### src/rtl/pj_mux_pkg.sv
package pj_mux_pkg;
  localparam int unsigned LANES = 4;

  typedef enum logic [2:0] {
    SL_ALIGN,
    SL_SERV,
    SL_CTRL,
    SL_OPP,
    SL_DATA
  } slot_e;
endpackage

### src/rtl/pj_elastic_fifo.sv
module pj_elastic_fifo #(
  parameter int unsigned DEPTH = 16,
  localparam int unsigned PW = (DEPTH > 1) ? $clog2(DEPTH) : 1,
  localparam int unsigned CW = $clog2(DEPTH + 1)
) (
  input  logic          clk,
  input  logic          rst,
  input  logic          wr_en,
  input  logic          wr_bit,
  input  logic          rd_en,
  output logic          rd_bit,
  output logic [CW-1:0] fill,
  output logic          err
);
  logic [DEPTH-1:0] mem;
  logic [PW-1:0]    wp, rp;
  logic             full, empty, do_wr, do_rd;

  localparam logic [CW-1:0] FULL_CNT = CW'(DEPTH);
  localparam logic [PW-1:0] LAST_PTR = PW'(DEPTH - 1);

  assign full  = (fill == FULL_CNT);
  assign empty = (fill == '0);
  assign do_wr = wr_en && !full;
  assign do_rd = rd_en && !empty;
  assign rd_bit = mem[rp] & !empty;

  // storage without reset so it maps onto distributed RAM
  always_ff @(posedge clk) begin
    if (do_wr) mem[wp] <= wr_bit;
  end

  always_ff @(posedge clk) begin
    if (rst) begin
      wp   <= '0;
      rp   <= '0;
      fill <= '0;
      err  <= 1'b0;
    end else begin
      if (do_wr) wp <= (wp == LAST_PTR) ? '0 : wp + 1'b1;
      if (do_rd) rp <= (rp == LAST_PTR) ? '0 : rp + 1'b1;
      case ({do_wr, do_rd})
        2'b10:   fill <= fill + 1'b1;
        2'b01:   fill <= fill - 1'b1;
        default: fill <= fill;
      endcase
      if ((wr_en && full) || (rd_en && empty)) err <= 1'b1;
    end
  end

  p_fill_bound_r7: assert property (@(posedge clk) disable iff (rst)
    fill <= FULL_CNT);
  p_over_flag_r7: assert property (@(posedge clk) disable iff (rst)
    (wr_en && full) |=> err);
  p_over_drop_r7: assert property (@(posedge clk) disable iff (rst)
    (wr_en && full && !rd_en) |=> (fill == FULL_CNT));
  p_under_flag_r8: assert property (@(posedge clk) disable iff (rst)
    (rd_en && empty) |=> err);
  p_err_sticky_r8: assert property (@(posedge clk) disable iff (rst)
    err |=> err);
endmodule

### src/rtl/pj_frame_seq.sv
module pj_frame_seq #(
  parameter int unsigned BLOCK_LEN = 212,
  parameter int unsigned NUM_BLK   = 4,
  localparam int unsigned OW = $clog2(BLOCK_LEN),
  localparam int unsigned BW = (NUM_BLK > 1) ? $clog2(NUM_BLK) : 1
) (
  input  logic          clk,
  input  logic          rst,
  output logic [BW-1:0] blk,
  output logic [OW-1:0] off,
  output logic          at_start
);
  localparam logic [OW-1:0] OFF_LAST = OW'(BLOCK_LEN - 1);
  localparam logic [BW-1:0] BLK_LAST = BW'(NUM_BLK - 1);

  always_ff @(posedge clk) begin
    if (rst) begin
      blk <= '0;
      off <= '0;
    end else if (off == OFF_LAST) begin
      off <= '0;
      blk <= (blk == BLK_LAST) ? '0 : blk + 1'b1;
    end else begin
      off <= off + 1'b1;
    end
  end

  assign at_start = (blk == '0) && (off == '0);

  p_off_range_r1: assert property (@(posedge clk) disable iff (rst)
    off <= OFF_LAST);
  p_block_step_r1: assert property (@(posedge clk) disable iff (rst)
    (off == OFF_LAST) |=> (off == '0));
endmodule

### src/rtl/pj_slot_decode.sv
module pj_slot_decode
  import pj_mux_pkg::*;
#(
  parameter int unsigned OW        = 8,
  parameter int unsigned BW        = 2,
  parameter int unsigned ALIGN_LEN = 10,
  parameter int unsigned SERV_LEN  = 2,
  parameter int unsigned LAST_BLK  = 3,
  localparam int unsigned LW = $clog2(LANES)
) (
  input  logic [BW-1:0] blk,
  input  logic [OW-1:0] off,
  output slot_e         kind,
  output logic [LW-1:0] lane
);
  localparam logic [OW-1:0] ALIGN_END = OW'(ALIGN_LEN);
  localparam logic [OW-1:0] SERV_END  = OW'(ALIGN_LEN + SERV_LEN);
  localparam logic [OW-1:0] CTRL_END  = OW'(LANES);
  localparam logic [OW-1:0] OPP_END   = OW'(2 * LANES);
  localparam logic [BW-1:0] BLK_OPP   = BW'(LAST_BLK);

  assign lane = off[LW-1:0];

  always_comb begin
    if (blk == '0) begin
      if (off < ALIGN_END)     kind = SL_ALIGN;
      else if (off < SERV_END) kind = SL_SERV;
      else                     kind = SL_DATA;
    end else begin
      if (off < CTRL_END)                       kind = SL_CTRL;
      else if (blk == BLK_OPP && off < OPP_END) kind = SL_OPP;
      else                                      kind = SL_DATA;
    end
  end
endmodule

### src/rtl/pj_trib_mux.sv
module pj_trib_mux
  import pj_mux_pkg::*;
#(
  parameter int unsigned BLOCK_LEN    = 212,
  parameter int unsigned NUM_BLK      = 4,
  parameter int unsigned FIFO_DEPTH   = 16,
  parameter int unsigned STUFF_THRESH = 8,
  parameter int unsigned ALIGN_LEN    = 10,
  parameter logic [ALIGN_LEN-1:0] ALIGN_WORD = 10'b1111010000,
  parameter int unsigned SERV_LEN     = 2,
  parameter logic [SERV_LEN-1:0] SERV_BITS = '0
) (
  input  logic             clk,
  input  logic             rst,
  input  logic [LANES-1:0] trib_we,
  input  logic [LANES-1:0] trib_bit,
  output logic             line_bit,
  output logic             frame_start,
  output logic [LANES-1:0] trib_err
);
  localparam int unsigned OW = $clog2(BLOCK_LEN);
  localparam int unsigned BW = (NUM_BLK > 1) ? $clog2(NUM_BLK) : 1;
  localparam int unsigned CW = $clog2(FIFO_DEPTH + 1);
  localparam int unsigned LW = $clog2(LANES);
  localparam int unsigned AW = (ALIGN_LEN > 1) ? $clog2(ALIGN_LEN) : 1;
  localparam int unsigned SW = (SERV_LEN > 1) ? $clog2(SERV_LEN) : 1;
  localparam logic [CW-1:0] THR = CW'(STUFF_THRESH);

  logic [BW-1:0]    blk;
  logic [OW-1:0]    off;
  logic             at_start;
  slot_e            kind;
  logic [LW-1:0]    lane;
  logic [LANES-1:0] rd_en, rd_bit, stuff_now, stuff_q;
  logic [CW-1:0]    fill [LANES];
  logic [AW-1:0]    a_idx;
  logic [SW-1:0]    s_idx;
  logic             nxt_bit;

  pj_frame_seq #(.BLOCK_LEN(BLOCK_LEN), .NUM_BLK(NUM_BLK)) u_seq (
    .clk(clk), .rst(rst), .blk(blk), .off(off), .at_start(at_start)
  );

  pj_slot_decode #(
    .OW(OW), .BW(BW), .ALIGN_LEN(ALIGN_LEN), .SERV_LEN(SERV_LEN), .LAST_BLK(NUM_BLK - 1)
  ) u_dec (
    .blk(blk), .off(off), .kind(kind), .lane(lane)
  );

  for (genvar g = 0; g < LANES; g++) begin : g_lane
    assign rd_en[g] = (lane == LW'(g)) &&
                      ((kind == SL_DATA) || (kind == SL_OPP && !stuff_q[g]));
    assign stuff_now[g] = (fill[g] < THR);

    pj_elastic_fifo #(.DEPTH(FIFO_DEPTH)) u_fifo (
      .clk(clk), .rst(rst),
      .wr_en(trib_we[g]), .wr_bit(trib_bit[g]),
      .rd_en(rd_en[g]), .rd_bit(rd_bit[g]),
      .fill(fill[g]), .err(trib_err[g])
    );
  end

  assign a_idx = AW'(ALIGN_LEN - 1) - AW'(off);
  assign s_idx = SW'(SERV_LEN - 1) - SW'(off - OW'(ALIGN_LEN));

  always_comb begin
    case (kind)
      SL_ALIGN: nxt_bit = ALIGN_WORD[a_idx];
      SL_SERV:  nxt_bit = SERV_BITS[s_idx];
      SL_CTRL:  nxt_bit = stuff_q[lane];
      SL_OPP:   nxt_bit = stuff_q[lane] ? 1'b0 : rd_bit[lane];
      default:  nxt_bit = rd_bit[lane];
    endcase
  end

  always_ff @(posedge clk) begin
    if (rst) begin
      line_bit    <= 1'b0;
      frame_start <= 1'b0;
      stuff_q     <= '1;
    end else begin
      line_bit    <= nxt_bit;
      frame_start <= at_start;
      if (at_start) stuff_q <= stuff_now;
    end
  end

  p_start_pulse_r1: assert property (@(posedge clk) disable iff (rst)
    frame_start |=> !frame_start);
  p_decision_held_r3: assert property (@(posedge clk) disable iff (rst)
    (blk != '0) |-> $stable(stuff_q));
  p_stuff_empty_r5: assert property (@(posedge clk) disable iff (rst)
    (kind == SL_OPP && stuff_q[lane]) |=> !line_bit);
  p_one_reader_r2: assert property (@(posedge clk) disable iff (rst)
    $onehot0(rd_en));
endmodule

### config.mk
export PLATFORM = sky130hd
export DESIGN_NAME = pj_trib_mux
export DESIGN_NICKNAME = d
export VERILOG_FILES = /design/src/rtl/pj_mux_pkg.sv /design/src/rtl/pj_elastic_fifo.sv /design/src/rtl/pj_frame_seq.sv /design/src/rtl/pj_slot_decode.sv /design/src/rtl/pj_trib_mux.sv
export SDC_FILE = /design/constraint.sdc
export NUM_CORES = 1
export LEC_CHECK = 0
export BUFFER_PORTS_ARGS = -buffer_cell sky130_fd_sc_hd__buf_2
export CAP_MARGIN = 25
export CORE_MARGIN = 3
export CORE_UTILIZATION = 40
export CTS_CLUSTER_DIAMETER = 120
export CTS_CLUSTER_SIZE = 8
export DETAILED_ROUTE_END_ITERATION = 7
export HOLD_SLACK_MARGIN = 0.02
export SLEW_MARGIN = 20
export SYNTH_ARGS = -nofsm -noshare
export SYNTH_HDL_FRONTEND = slang
export SYNTH_SLANG_ARGS = --single-unit
### constraint.sdc
create_clock -name clk -period 10.69 [get_ports clk]
set_input_delay 2.138 -clock clk [delete_from_list [all_inputs] [get_ports clk]]
set_output_delay 2.138 -clock clk [all_outputs]
set_load 0.02 [all_outputs]
# [Word-level counts from Yosys, hierarchy flattened]
# Memories as Yosys holds them, arrays and structs flattened.
# Index checks and enable logic that the tools add are counted.
[totals] register_bits=136 out_inout_bits=6 memories=1 rom_bits=16 inputBits=10
[op_classes] n_reduce_logical=63 n_eq_ne=29 muxes=46 bitwise_logic=4 n_addsub=21 order_cmp=23
[memory_table] name="(name not given)" words=16 width=1 rd=1 rd_ports_with_merged_regs=0 wr=0 line="pj_trib_mux.sv:68" text="SL_ALIGN: nxt_bit = ALIGN_WORD[a_idx];"
[ops] operator="bitwise mux 16 bit" n=4
[ops] operator="< comparator 4 x 5 -> 1 bit (second input constant)" n=9
[ops] operator="one-hot mux 5 bit (2 select lines)" n=4
[ops] operator="adder 4 x 1 -> 4 bit (second input constant)" n=8
[ops] operator="equality test 4 bit (second input constant)" n=8
[ops] operator="2-to-1 mux 4 bit" n=8
[ops] operator="logical AND 1 bit" n=30
[ops] operator="< comparator 8 x 4 -> 1 bit (second input constant)" n=3
[ops] operator="adder 5 x 1 -> 5 bit (second input constant)" n=4
[ops] operator="equality test 5 bit (second input constant)" n=4
[ops] operator="logical NOT 5 bit" n=4
[ops] operator="< comparator 5 x 4 -> 1 bit (second input constant)" n=4
[ops] operator="subtractor 5 x 1 -> 5 bit (second input constant)" n=4
[ops] operator="binary-select mux 1 bit (select 4 bit)" n=4
[ops] operator="demux 1 bit (select 4 bit)" n=4
[ops] operator="greater-or-equal comparator 4 x 1 -> 1 bit (second input constant)" n=4
[ops] operator="2-to-1 mux 3 bit" n=5
[ops] operator="equality test 2 bit (second input constant)" n=7
[ops] operator="2-to-1 mux 1 bit" n=13
[ops] operator="logical NOT 1 bit" n=12
[ops] operator="equality test 2 x 1 -> 1 bit (second input constant)" n=5
[ops] operator="adder 8 x 1 -> 8 bit (second input constant)" n=1
[ops] operator="equality test 8 bit (second input constant)" n=1
[ops] operator="logical NOT 8 bit" n=1
[ops] operator="other kinds (19)" n=35

# [Logic depth before layout (Yosys ltp)]
# Gate-level depths: netlist of the first run.
[depth] depth_word=12 depth_mapped=17 depth_no_buf=15

# [Hierarchy]
# From an unflattened synthesis of the first run, not the netlist that was laid out.
[hier_totals] hier_cells=751 area_unflattened_um2=7569.8
[by_module_without_submodules] mod="pj_elastic_fifo (g_lane[0].u_fifo ...)" instances=3 cells_each=158 area_each_um2=1646.6
[by_module_without_submodules] mod="pj_elastic_fifo (g_lane[3].u_fifo)" instances=1 cells_each=163 area_each_um2=1670.4
[by_module_without_submodules] mod="pj_frame_seq" instances=1 cells_each=56 area_each_um2=474.2
[by_module_without_submodules] mod="pj_trib_mux" instances=1 cells_each=44 area_each_um2=387.9
[by_module_without_submodules] mod="pj_slot_decode" instances=1 cells_each=14 area_each_um2=97.6

# [Least setup slack after synthesis of the first run]
# No wires, ideal clock.
[synth_path] path_kind="input port to flip-flop" start="input trib_we[3]" end="register g_lane[3].u_fifo.fill[4]" arrival_time_ps=4479 stages=13 setup_ps=70 t_required_ps=10620 path_buffers=2 setup_slack_ps=6141 cell_sequence="a21boi_0 clkbuf_1 inv_1 ha_1 clkbuf_1 xor2_1 ha_1 o21a_1 o22a_1 a21oi_1 xor2_1 or3_1 a21oi_1"
[synth_via] elab_chain_cells=3 elab_cells_between_ends=5 classes_between="eq/ne (2); mux (1); reduce/logical (2)"
[synth_rtl] element="from (decl)" line="pj_trib_mux.sv:15" text="input logic [LANES-1:0] trib_we,"
[synth_rtl] element="logical AND 1 bit *" line="pj_elastic_fifo.sv:24" text="assign do_wr = wr_en && !full;"
[synth_rtl] element="equality test 2 x 1 -> 1 bit / equality test 2 bit (equally long branches)" line="pj_elastic_fifo.sv:42" text="case ({do_wr, do_rd})"
[synth_rtl] element="one-hot mux 5 bit (2 select lines) / nonzero test 2 bit (equally long branches)"
[synth_rtl] element="to (signal assigned)" line="pj_elastic_fifo.sv:43" text="2'b10: fill <= fill + 1'b1;"
[synth_rtl] element="to (signal assigned)" line="pj_elastic_fifo.sv:44" text="2'b01: fill <= fill - 1'b1;"
[synth_rtl] element="to (signal assigned)" line="pj_elastic_fifo.sv:45" text="default: fill <= fill;"
[synth_rtl] element="to (decl)" line="pj_elastic_fifo.sv:12" text="output logic [CW-1:0] fill,"
# Every way passes the cells marked *; elsewhere a longest branch is shown, timed or not.
# A chain may end at the register's enable or synchronous reset.

# [Worst setup path after layout of the first run]
# Same ends and word-level chain as after synthesis.

==> impl_metrics.yaml, run 1 <==
status:
  run_status: "complete, no violations"
synthesis:
  synth_edf_count: 64
  synth.mux.area_fraction_pct: 7.10
  synthAdderAreaFrac_pct: 7.31
  ys_types: 60
  syn_inst: 728
  syn_nets: 780
  syn-cell-area_um2: 7190
  synth-xor-area-share_pct: 4.27
  synth.avg_cell_area_um2: 9.87
  synth_compound_area_share_pct: 12.3
  synth_ff_type: "dfxtp_1"
  ys_seq_area_share_pct: 46.8
  yosys_warnings: 0
  async_reset_ff_share_pct: 0
  synth-simple-area-share_pct: 16.7
  ys_ff_latch: 136
  synth_top_family_by_area: "simple AND/OR/NAND/NOR gates"
routing:
  vias: 5028
  antenna_left: 0
  viasPerCell: 5.29
  drc: 0
  first_pass_iters: 7
  wire_per_inst_um: 14.5
  drt_iter0_drc: 314
  wl_mm: 13.8
cells_and_area:
  mostFrequentLayoutCells: "117 x nor2_1, 72 x dfxtp_1, 64 x edfxtp_1, 45 x nand2_1, 43 x a21oi_1"
  final_util_pct: 45.5
  antenna_cells: 0
  stdcell_count: 951
  syn_to_final_growth_pct: 10.1
  fin_nets: 765
  drive_gt1_share_pct: 8.82
  layout_commonest_cell: "nor2_1"
  seq_area_um2: 3360
  multi_input_area_um2: 3430
  num-fill-cells: 1635
critical_path:
  critPathLaunchType: "input pin"
  ff2ff_setup_slack_ns: 6.67
  required_ns: 11.03
  path_max_fanout: 11
  worstSetupPathType: "in2reg"
  cp.arrival_ns: 4.81
  worstSetupEndpointType: "flip-flop"
power:
  peakVddDrop_mv: 0.114
  p_leak_nw: 2.92
  power_density_nw_per_um2: 162
  power_w: 0.00128
clock_tree:
  h-tree-depth: 4
  clk_latency_ns: 0.42
  cts_hold_buffers: 0
  cts_max_path_buffers: 2
  post_cts_buffers: 0
  cts_tree: "yes"
  numCtsBuffers: 17
  post_cts_resized: 0
  clock_sinks: 136
  clockRootBuffer: "clkbuf_16"
  clkTransAtPathRegs_ns: 0.06
floorplanning:
  num_rows: 48
  die_y_um: 140
  die_w_um: 140
  design.core.area_um2: 17400
  start_util_pct: 41.3
  dieArea_um2: 19600
  pin_count: 16
placed_design:
  io_buffers: 15
  place_inst: 918
  place.gp.congestion: 0.794
  hpwlAfterDp_mm: 9.36
grt:
  antenna_found_initial: 0
  grt_pass1_vias: 4842
  grtUsageTotal_pct: 14.3
  grt_max_degree: 66
  grt-ovfl-total: 0
  grt_pass1_wl_mm: 23.0
timing:
  max_slew_margin_pct: 47.2
  finalSetupViolCount: 0
  skew_ns: 0.00969
  period_share_pct: 41.9
  maxSlewViolCount: 0
  max_slew.worst_pin.slew_ns: 0.785
  fin_crit_ns: 4.47
  fin_tns_setup_ns: 0
  rsz0062_at_grt: "false"
  max_freq_mhz: 224
  hold_viol_final: 0
job:
  maxCapViolCount: 0
worst_hold_path:
  hold_path_class: "reg2reg"
==> critical path, stage by stage <==
cell and delay (ns):
buf_2 0.09, a21boi_1 0.56, inv_1 0.16, ha_1 0.35
xor2_1 0.19, ha_1 0.23, o21a_1 0.19, o22a_1 0.19
a21oi_1 0.18, xor2_1 0.09, or3_1 0.32, a21oi_1 0.14
==> path summary, 6_finish.rpt <==
check,endpoint,startpoint,depth (start not counted)
min reg2reg,g_lane[3].u_fifo.err,g_lane[3].u_fifo.err,2
min,g_lane[3].u_fifo.err,g_lane[3].u_fifo.err,2
max,g_lane[3].u_fifo.fill[4],trib_we[3],12
max reg2reg,g_lane[0].u_fifo.fill[4],u_seq.off[7],13
==> stage by stage <==
step                hold slack (ns)  area [µm²]  setup slack, ns
global route                  0.494        7920             5.86
finish                        0.463        7920             6.22
global placement              0.444        7270             5.66
CTS                           0.469        7910             5.94
detailed placement            0.453        7270             5.51
floorplan                     0.438        7190             6.14
==> kinds of logic after synthesis <==
| family | count (synthesis) |
|---|---|
| AND/OR/NAND/NOR | 259 |
| flip-flops | 136 |
| AO/OA/AOI/OAI | 133 |
| buffers and inverters | 81 |
| multiplexers | 42 |
| adder cells (fa/ha/maj) | 42 |
| XOR/XNOR | 35 |
==> synthesized netlist by cell type (12+ instances only) <==
master    count  area share [%]
nor2_1      117             6.1
dfxtp_1      72              20
edfxtp_1     64              27
nand2_1      45             2.4
a21oi_1      43             3.0
ha_1         42             7.3
clkbuf_1     34             1.8
mux2i_1      33             4.6
inv_1        30             1.6
nor3_1       28             1.9
xor2_1       23             2.8
o21ai_0      22             1.5
a22oi_1      13             1.4
xnor2_1      12             1.5
==> layer usage <==
metal | GRT usage, % | up-vias | share of wire (%)
met5 | 0 | - | 0
met4 | 5.35 | 0 | 1.4
met3 | 3.18 | 14 | 2.8
met2 | 24.2 | 66 | 50
met1 | 17.8 | 2404 | 45
li1 | - | 2544 | -
==> sequential cells by signal (all words and copies together) (netlist names) <==
signal	count
frame_start	1
g_lane.u_fifo.err	4
g_lane.u_fifo.fill	20
g_lane.u_fifo.mem	64
g_lane.u_fifo.rp	16
g_lane.u_fifo.wp	16
line_bit	1
stuff_q	4
u_seq.blk	2
u_seq.off	8
==> report_power, final <==
part / switching (W) / internal, W / total (W)
sequential: 0.0000145 / 0.000556 / 0.000571
combinational: 0.0000434 / 0.0000269 / 0.0000703
clock: 0.000220 / 0.000419 / 0.000639
total: 0.000278 / 0.00100 / 0.00128
==> cell type report <==
type	instances	area share [%]
Tap cell	225	3.56
Timing Repair Buffer	17	1.11
Sequential cell	136	42.5
Inverter	30	1.42
Multi-Input combinational cell	511	43.3
Clock buffer	19	5.60
Clock inverter	13	2.54
Note: power is estimated with default switching activity, not from simulation.
==> inputs of run 2 (changes only) <==
--- a/config.mk
+++ b/config.mk
@@ -5,6 +5,7 @@
 export SDC_FILE = /design/constraint.sdc
 export NUM_CORES = 1
 export LEC_CHECK = 0
+export ABC_AREA = 1
 export BUFFER_PORTS_ARGS = -buffer_cell sky130_fd_sc_hd__buf_2
 export CAP_MARGIN = 25
 export CORE_MARGIN = 3
==> constraint.sdc (replaced) <==
create_clock -name clk -period 3.69 [get_ports clk]
set_input_delay 0.738 -clock clk [delete_from_list [all_inputs] [get_ports clk]]
set_output_delay 0.738 -clock clk [all_outputs]
set_load 0.02 [all_outputs]
==> impl_metrics.yaml, run 2 <==
power:
  power_density_nw_per_um2: 460
  p_leak_nw: 3.48
  peakVddDrop_mv: 0.309
floorplanning:
  start_util_pct: 41.4
  die_y_um: 140
  design.core.area_um2: 17500
  num_rows: 48
  pin_count: 16
  dieArea_um2: 19700
  die_w_um: 140
cells_and_area:
  drive_gt1_share_pct: 8.30
  antenna_cells: 0
  fin_nets: 943
  num-fill-cells: 1705
  syn_to_final_growth_pct: 12.5
  multi_input_area_um2: 3320
  largest-register: "g_lane.u_fifo.mem"
  largest_reg_flops: 64
  stdcell_count: 1129
  layout_commonest_cell: "nand2_1"
  largestRegisters: "g_lane.u_fifo.mem (64), g_lane.u_fifo.fill (20)"
  seq_area_um2: 3360
  mostFrequentLayoutCells: "168 x nand2_1, 111 x inv_1, 100 x nor2_1, 74 x nand3_1, 72 x dfxtp_1"
status:
  run_status: "complete, no violations"
routing:
  drt_iter0_drc: 345
  drc: 0
  wl_mm: 14.1
  antenna_left: 0
  wire_per_inst_um: 12.5
  first_pass_iters: 5
  vias: 5538
  viasPerCell: 4.91
synthesis:
  ys_seq_area_share_pct: 46.5
  synthTopCellsByArea: "edfxtp_1 27%, dfxtp_1 20%, nand2_1 8.7%, ha_1 7.3%, inv_1 5.8%"
  synthTopCellsByCount: "168 x nand2_1, 111 x inv_1, 100 x nor2_1"
  ys_types: 40
  synth_area_leader_cell: "edfxtp_1"
  synth.avg_cell_area_um2: 8.25
  yosys_warnings: 0
  synth_top_area_share_pct: 26.6
  async_reset_ff_share_pct: 0
  synth_most_common_cell: "nand2_1"
  synth_edf_count: 64
  syn-cell-area_um2: 7230
  ys_ff_latch: 136
  synth_ff_type: "dfxtp_1"
  syn_inst: 876
  syn_nets: 928
clock_tree:
  cts_tree: "yes"
  clkTransAtPathRegs_ns: 0.06
  cts_max_path_buffers: 2
  h-tree-depth: 4
  clockRootBuffer: "clkbuf_16"
  numCtsBuffers: 17
  cts_hold_buffers: 0
  clk_latency_ns: 0.42
  post_cts_buffers: 0
  post_cts_resized: 0
  clock_sinks: 136
placed_design:
  place_inst: 1097
  hpwlAfterDp_mm: 9.76
  io_buffers: 15
  place.gp.congestion: 0.853
timing:
  period_share_pct: 83.0
  holdWs_ns: 0.468
  rsz0062_at_grt: "false"
  finalSetupViolCount: 0
  max_freq_mhz: 327
  fin_tns_setup_ns: 0
  max_slew.worst_pin.slew_ns: 0.980
  fin_crit_ns: 3.06
  max_slew_margin_pct: 34.6
  skew_ns: 0.00708
  maxSlewViolCount: 0
  hold_viol_final: 0
critical_path:
  cpPeakStageDelay_ns: 0.32
  worstPathCellList: "inv_1 -> ha_1 -> inv_1 -> nor2_1 -> inv_1 -> o21ai_4 -> nand2_2 -> nand3_4 -> inv_2 -> ha_1 -> xor2_1 -> ha_1 -> a21o_1 -> nand2_1 -> o21ai_1 -> a21oi_1 -> o21ai_0 -> o21ai_0 -> a21oi_1"
  path_max_fanout: 7
  worstSetupEndpointType: "flip-flop"
  worstSetupPathType: "reg2reg"
  cp.arrival_ns: 3.37
  crit_buf_inv: 4
  path_delay_family: "compound AO/OA/AOI/OAI gates"
  critPathLaunchType: "flip-flop"
  crit_path_top_delay_cell: "dfxtp_1"
  required_ns: 3.99
grt:
  antenna_found_initial: 0
  grt_max_degree: 40
  grtUsageTotal_pct: 14.8
  grt-ovfl-total: 0
  grt_pass1_vias: 5192
  grt_pass1_wl_mm: 24.2
worst_hold_path:
  hold_path_class: "reg2reg"
job:
  maxCapViolCount: 0
run 2: cell count changes in the layout (fill, tap and decap cells not counted), moves of 16 or more:
cell / previous run / this run
nand3_1: 11 / 74
inv_1: 30 / 111
a21oi_1: 43 / 59
nor2_1: 117 / 100
nor3_1: 28 / 8
mux2i_1: 33 / 0
o21ai_0: 22 / 46
nand2_1: 45 / 168
run 2: final cells by class:
cell class / count / share of cell area [%]
multi-input cells: 601 / 40.8
flip-flops and latches: 136 / 41.3
inverters: 119 / 5.52
well taps: 225 / 3.46
clock inverters: 13 / 2.51
repair buffers: 16 / 1.01
clock buffers: 19 / 5.32
run 2: power breakdown:
part | internal (W) | switching [W] | total (W)
Sequential | 0.00162 | 0.0000401 | 0.00166
Combinational | 0.0000799 | 0.000160 | 0.000240
Clock | 0.00120 | 0.000644 | 0.00184
run 2: path summary, 6_finish.rpt:
kind                start  slack, ns                       end  cells past startpoint
max          u_seq.blk[0]       0.63  g_lane[1].u_fifo.fill[4]                     19
min            stuff_q[1]       0.47                stuff_q[1]                      2
max reg2reg  u_seq.blk[0]       0.63  g_lane[1].u_fifo.fill[4]                     19
min reg2reg    stuff_q[1]       0.47                stuff_q[1]                      2
run 2: metal layers:
| layer | track usage [%] | wire [µm] | share of wire [%] | vias to the layer above |
|---|---|---|---|---|
| met4 | 4.74 | 187 | 1.3 | 0 |
| li1 | - | - | - | 2925 |
| met5 | 0 | 0 | 0 | - |
| met1 | 20.4 | 7120 | 51 | 2533 |
| met3 | 3.58 | 407 | 2.9 | 14 |
| met2 | 23.1 | 6350 | 45 | 66 |
run 2: cells by family (layout without fill, tap and decap cells):
| group | Yosys count | in the layout | share of synthesized area (%) |
|---|---|---|---|
| AOI/OAI and AO/OA | 126 | 126 | 9.55 |
| xor gates and xnor gates | 31 | 31 | 3.75 |
| adders and majority gates | 42 | 42 | 7.27 |
| buffers and inverters | 139 | 167 | 7.53 |
| DFF | 136 | 136 | 46.5 |
| and+or+nand+nor | 402 | 402 | 25.4 |
run 2: worst min-delay path, delay by kind of cell, from the launching register on:
family | cells | cell delay [ns]
AO/OA/AOI/OAI | 2 | 0.11
flip-flops | 1 | 0.32
run 2: through the flow:
stage	setup slack [ns]	instance area, µm²	total power, W	utilization (%)
2_1_floorplan	0.952	7230	0.00186	-
3_3_place_gp	0.769	7500	0.00193	42.9
3_5_place_dp	0.658	7500	0.00193	42.9
4_1_cts	0.661	8140	0.00378	46.6
5_1_grt	0.378	8140	0.00388	46.6
6_report	0.628	8140	0.00374	46.6
==> inputs of run 3 (changes only) <==
--- a/config.mk
+++ b/config.mk
@@ -5,7 +5,7 @@
 export SDC_FILE = /design/constraint.sdc
 export NUM_CORES = 1
 export LEC_CHECK = 0
-export ABC_AREA = 1
+export ABC_AREA = 0
 export BUFFER_PORTS_ARGS = -buffer_cell sky130_fd_sc_hd__buf_2
 export CAP_MARGIN = 25
 export CORE_MARGIN = 3
==> constraint.sdc (replaced) <==
create_clock -name clk -period 2.6 [get_ports clk]
set_input_delay 0.52 -clock clk [delete_from_list [all_inputs] [get_ports clk]]
set_output_delay 0.52 -clock clk [all_outputs]
set_load 0.02 [all_outputs]
==> impl_metrics.yaml, run 3 (synthesis gave the netlist of run 1 again) <==
status:
  run_status: "finished with violations"
  violations: "setup timing"
cells_and_area:
  fin_nets: 844
  largestRegisters: "g_lane.u_fifo.mem (64), g_lane.u_fifo.fill (20)"
  drive_gt1_share_pct: 22.7
  stdcell_count: 1030
  layout_commonest_cell: "nor2_1"
  antenna_cells: 0
  num-fill-cells: 1580
  syn_to_final_growth_pct: 21.4
  mostFrequentLayoutCells: "117 x nor2_1, 75 x buf_4, 69 x dfxtp_1, 64 x edfxtp_1, 45 x nand2_1"
  largest-register: "g_lane.u_fifo.mem"
  stdcell_area_um2: 8720
  largest_reg_flops: 64
routing:
  first_pass_iters: 5
  vias: 5386
  antenna_left: 0
  wire_per_inst_um: 14.3
  viasPerCell: 5.23
  drc: 0
  drt_iter0_drc: 253
  wl_mm: 14.8
grt:
  grtUsageMet2_pct: 26.1
  grt_max_degree: 29
  grt-ovfl-total: 0
  grtUsageTotal_pct: 15.5
  grt_pass1_vias: 5281
  use_met1_pct: 19.2
  gr-usage-met3_pct: 3.14
  antenna_found_initial: 0
  gr-max-usage-layer: "met2"
  grt_pass1_wl_mm: 24.9
floorplanning:
  num_rows: 48
  die_y_um: 140
  design.core.area_um2: 17400
  start_util_pct: 41.3
  dieArea_um2: 19600
  pin_count: 16
  die_w_um: 140
clock_tree:
  cts_hold_buffers: 0
  h-tree-depth: 4
  clock_sinks: 136
  cts_tree: "yes"
  clkTransAtPathRegs_ns: 0.06
  clk_latency_ns: 0.42
  numCtsBuffers: 17
  clockRootBuffer: "clkbuf_16"
  cts_max_path_buffers: 2
critical_path:
  r2r-start: "u_seq.off[5]"
  worstSetupEndpointType: "flip-flop"
  worstSetupPathType: "reg2reg"
  cp.arrival_ns: 3.54
  critPathLaunchType: "flip-flop"
  ff2ff_path_depth: 13
  required_ns: 2.96
  path_max_fanout: 4
  ff2ff_setup_slack_ns: -0.58
  reg2reg_to: "g_lane[0].u_fifo.fill[4]"
worst_hold_path:
  whs_endpoint: "g_lane[2].u_fifo.mem[12]"
  min-delay-start: "trib_bit[2]"
  hold_path_class: "in2reg"
  min_path_cells: 1
power:
  power_w: 0.00506
  peakVddDrop_mv: 0.354
  power_density_nw_per_um2: 581
  p_leak_nw: 3.31
timing:
  maxSlewViolCount: 0
  fin_crit_ns: 3.18
  skew_ns: 0.00622
  fin_tns_setup_ns: -4.64
  rsz0062_at_grt: "true"
  max_slew_margin_pct: 61.7
  max_slew.worst_pin.slew_ns: 0.575
  period_share_pct: 122
  worst_slack_ns: -0.583
  hold_viol_final: 0
  max_freq_mhz: 314
  finalSetupViolCount: 16
placed_design:
  place.gp.congestion: 0.819
  io_buffers: 15
  dp_slack_ns: -0.649
  place_inst: 987
  hpwlAfterDp_mm: 10.3
  dpl_cell_area_um2: 7850
job:
  maxCapViolCount: 0
## run 3: cell count changes in the layout (fill, tap and decap cells not counted), sizes merged, moves of 11 or more
cell / delta
nand2: -129
inv: -83
buf: +80
nand3: -70
mux2i: +33
o21ai: -27
nor3: +20
a21oi: -17
nor2: +14
a22oi: +13
nand4: -13
nand2b: +11
## run 3: timing repair
item | 4_1_cts | 5_1_grt
pin swaps | 26 | 13
buffers inserted | 11 | 2
resized for setup | 36 | 9
endpoints found under the hold margin | 0 | 0
endpoints found under the setup margin | 17 | 22
## run 3: layout make-up
cell class	count	area, µm²	area share (%)
tap	225	282	3.23
multi-input combinational	511	3680	42.2
clock inverter	10	101	1.16
clock buffer	22	474	5.44
sequential	136	3370	38.6
inverter	30	113	1.29
timing repair buffer	96	706	8.09
## run 3: worst max path at each step
stage / cells past startpoint / slack [ns] / start / to
floorplan: 15 / -0.88 / u_seq.off[5] / g_lane[0].u_fifo.fill[4]
detailed placement: 15 / -0.65 / u_seq.blk[1] / g_lane[1].u_fifo.fill[4]
CTS: 13 / -0.56 / u_seq.off[5] / g_lane[0].u_fifo.fill[4]
finish: 13 / -0.58 / u_seq.off[5] / g_lane[0].u_fifo.fill[4]
global placement: 15 / -0.55 / u_seq.blk[0] / g_lane[0].u_fifo.fill[4]
global route: 13 / -0.70 / u_seq.off[5] / g_lane[0].u_fifo.fill[4]
## run 3: worst max-delay path, stage by stage, from the launching register on
cell	delay, ns
dfxtp_2	0.31
or4_4	0.52
a221o_2	0.35
o211ai_1	0.26
inv_1	0.13
ha_4	0.18
xor2_1	0.14
ha_2	0.20
o21a_1	0.16
o22a_1	0.21
a21oi_2	0.13
xor2_1	0.08
or3_1	0.31
a21oi_1	0.12
## run 3: metal layers
| metal | up-vias | share of wire [%] |
|---|---|---|
| li1 | 2703 | - |
| met1 | 2584 | 46 |
| met2 | 79 | 49 |
| met3 | 20 | 2.8 |
| met4 | 0 | 2.2 |
| met5 | - | 0 |
## run 3: where the power goes
part           switching [W]  internal (W)
combinational       0.000231      0.000167
clock               0.000872       0.00147
sequential         0.0000376       0.00229
## run 3: per-stage QoR
| stage | hold slack, ns | utilization, % |
|---|---|---|
| 2_1_floorplan | 0.438 | - |
| 3_3_place_gp | 0.446 | 45.1 |
| 3_5_place_dp | 0.465 | 45.1 |
| 4_1_cts | 0.454 | 49.8 |
| 5_1_grt | 0.466 | 50.1 |
| 6_report | 0.470 | 50.1 |
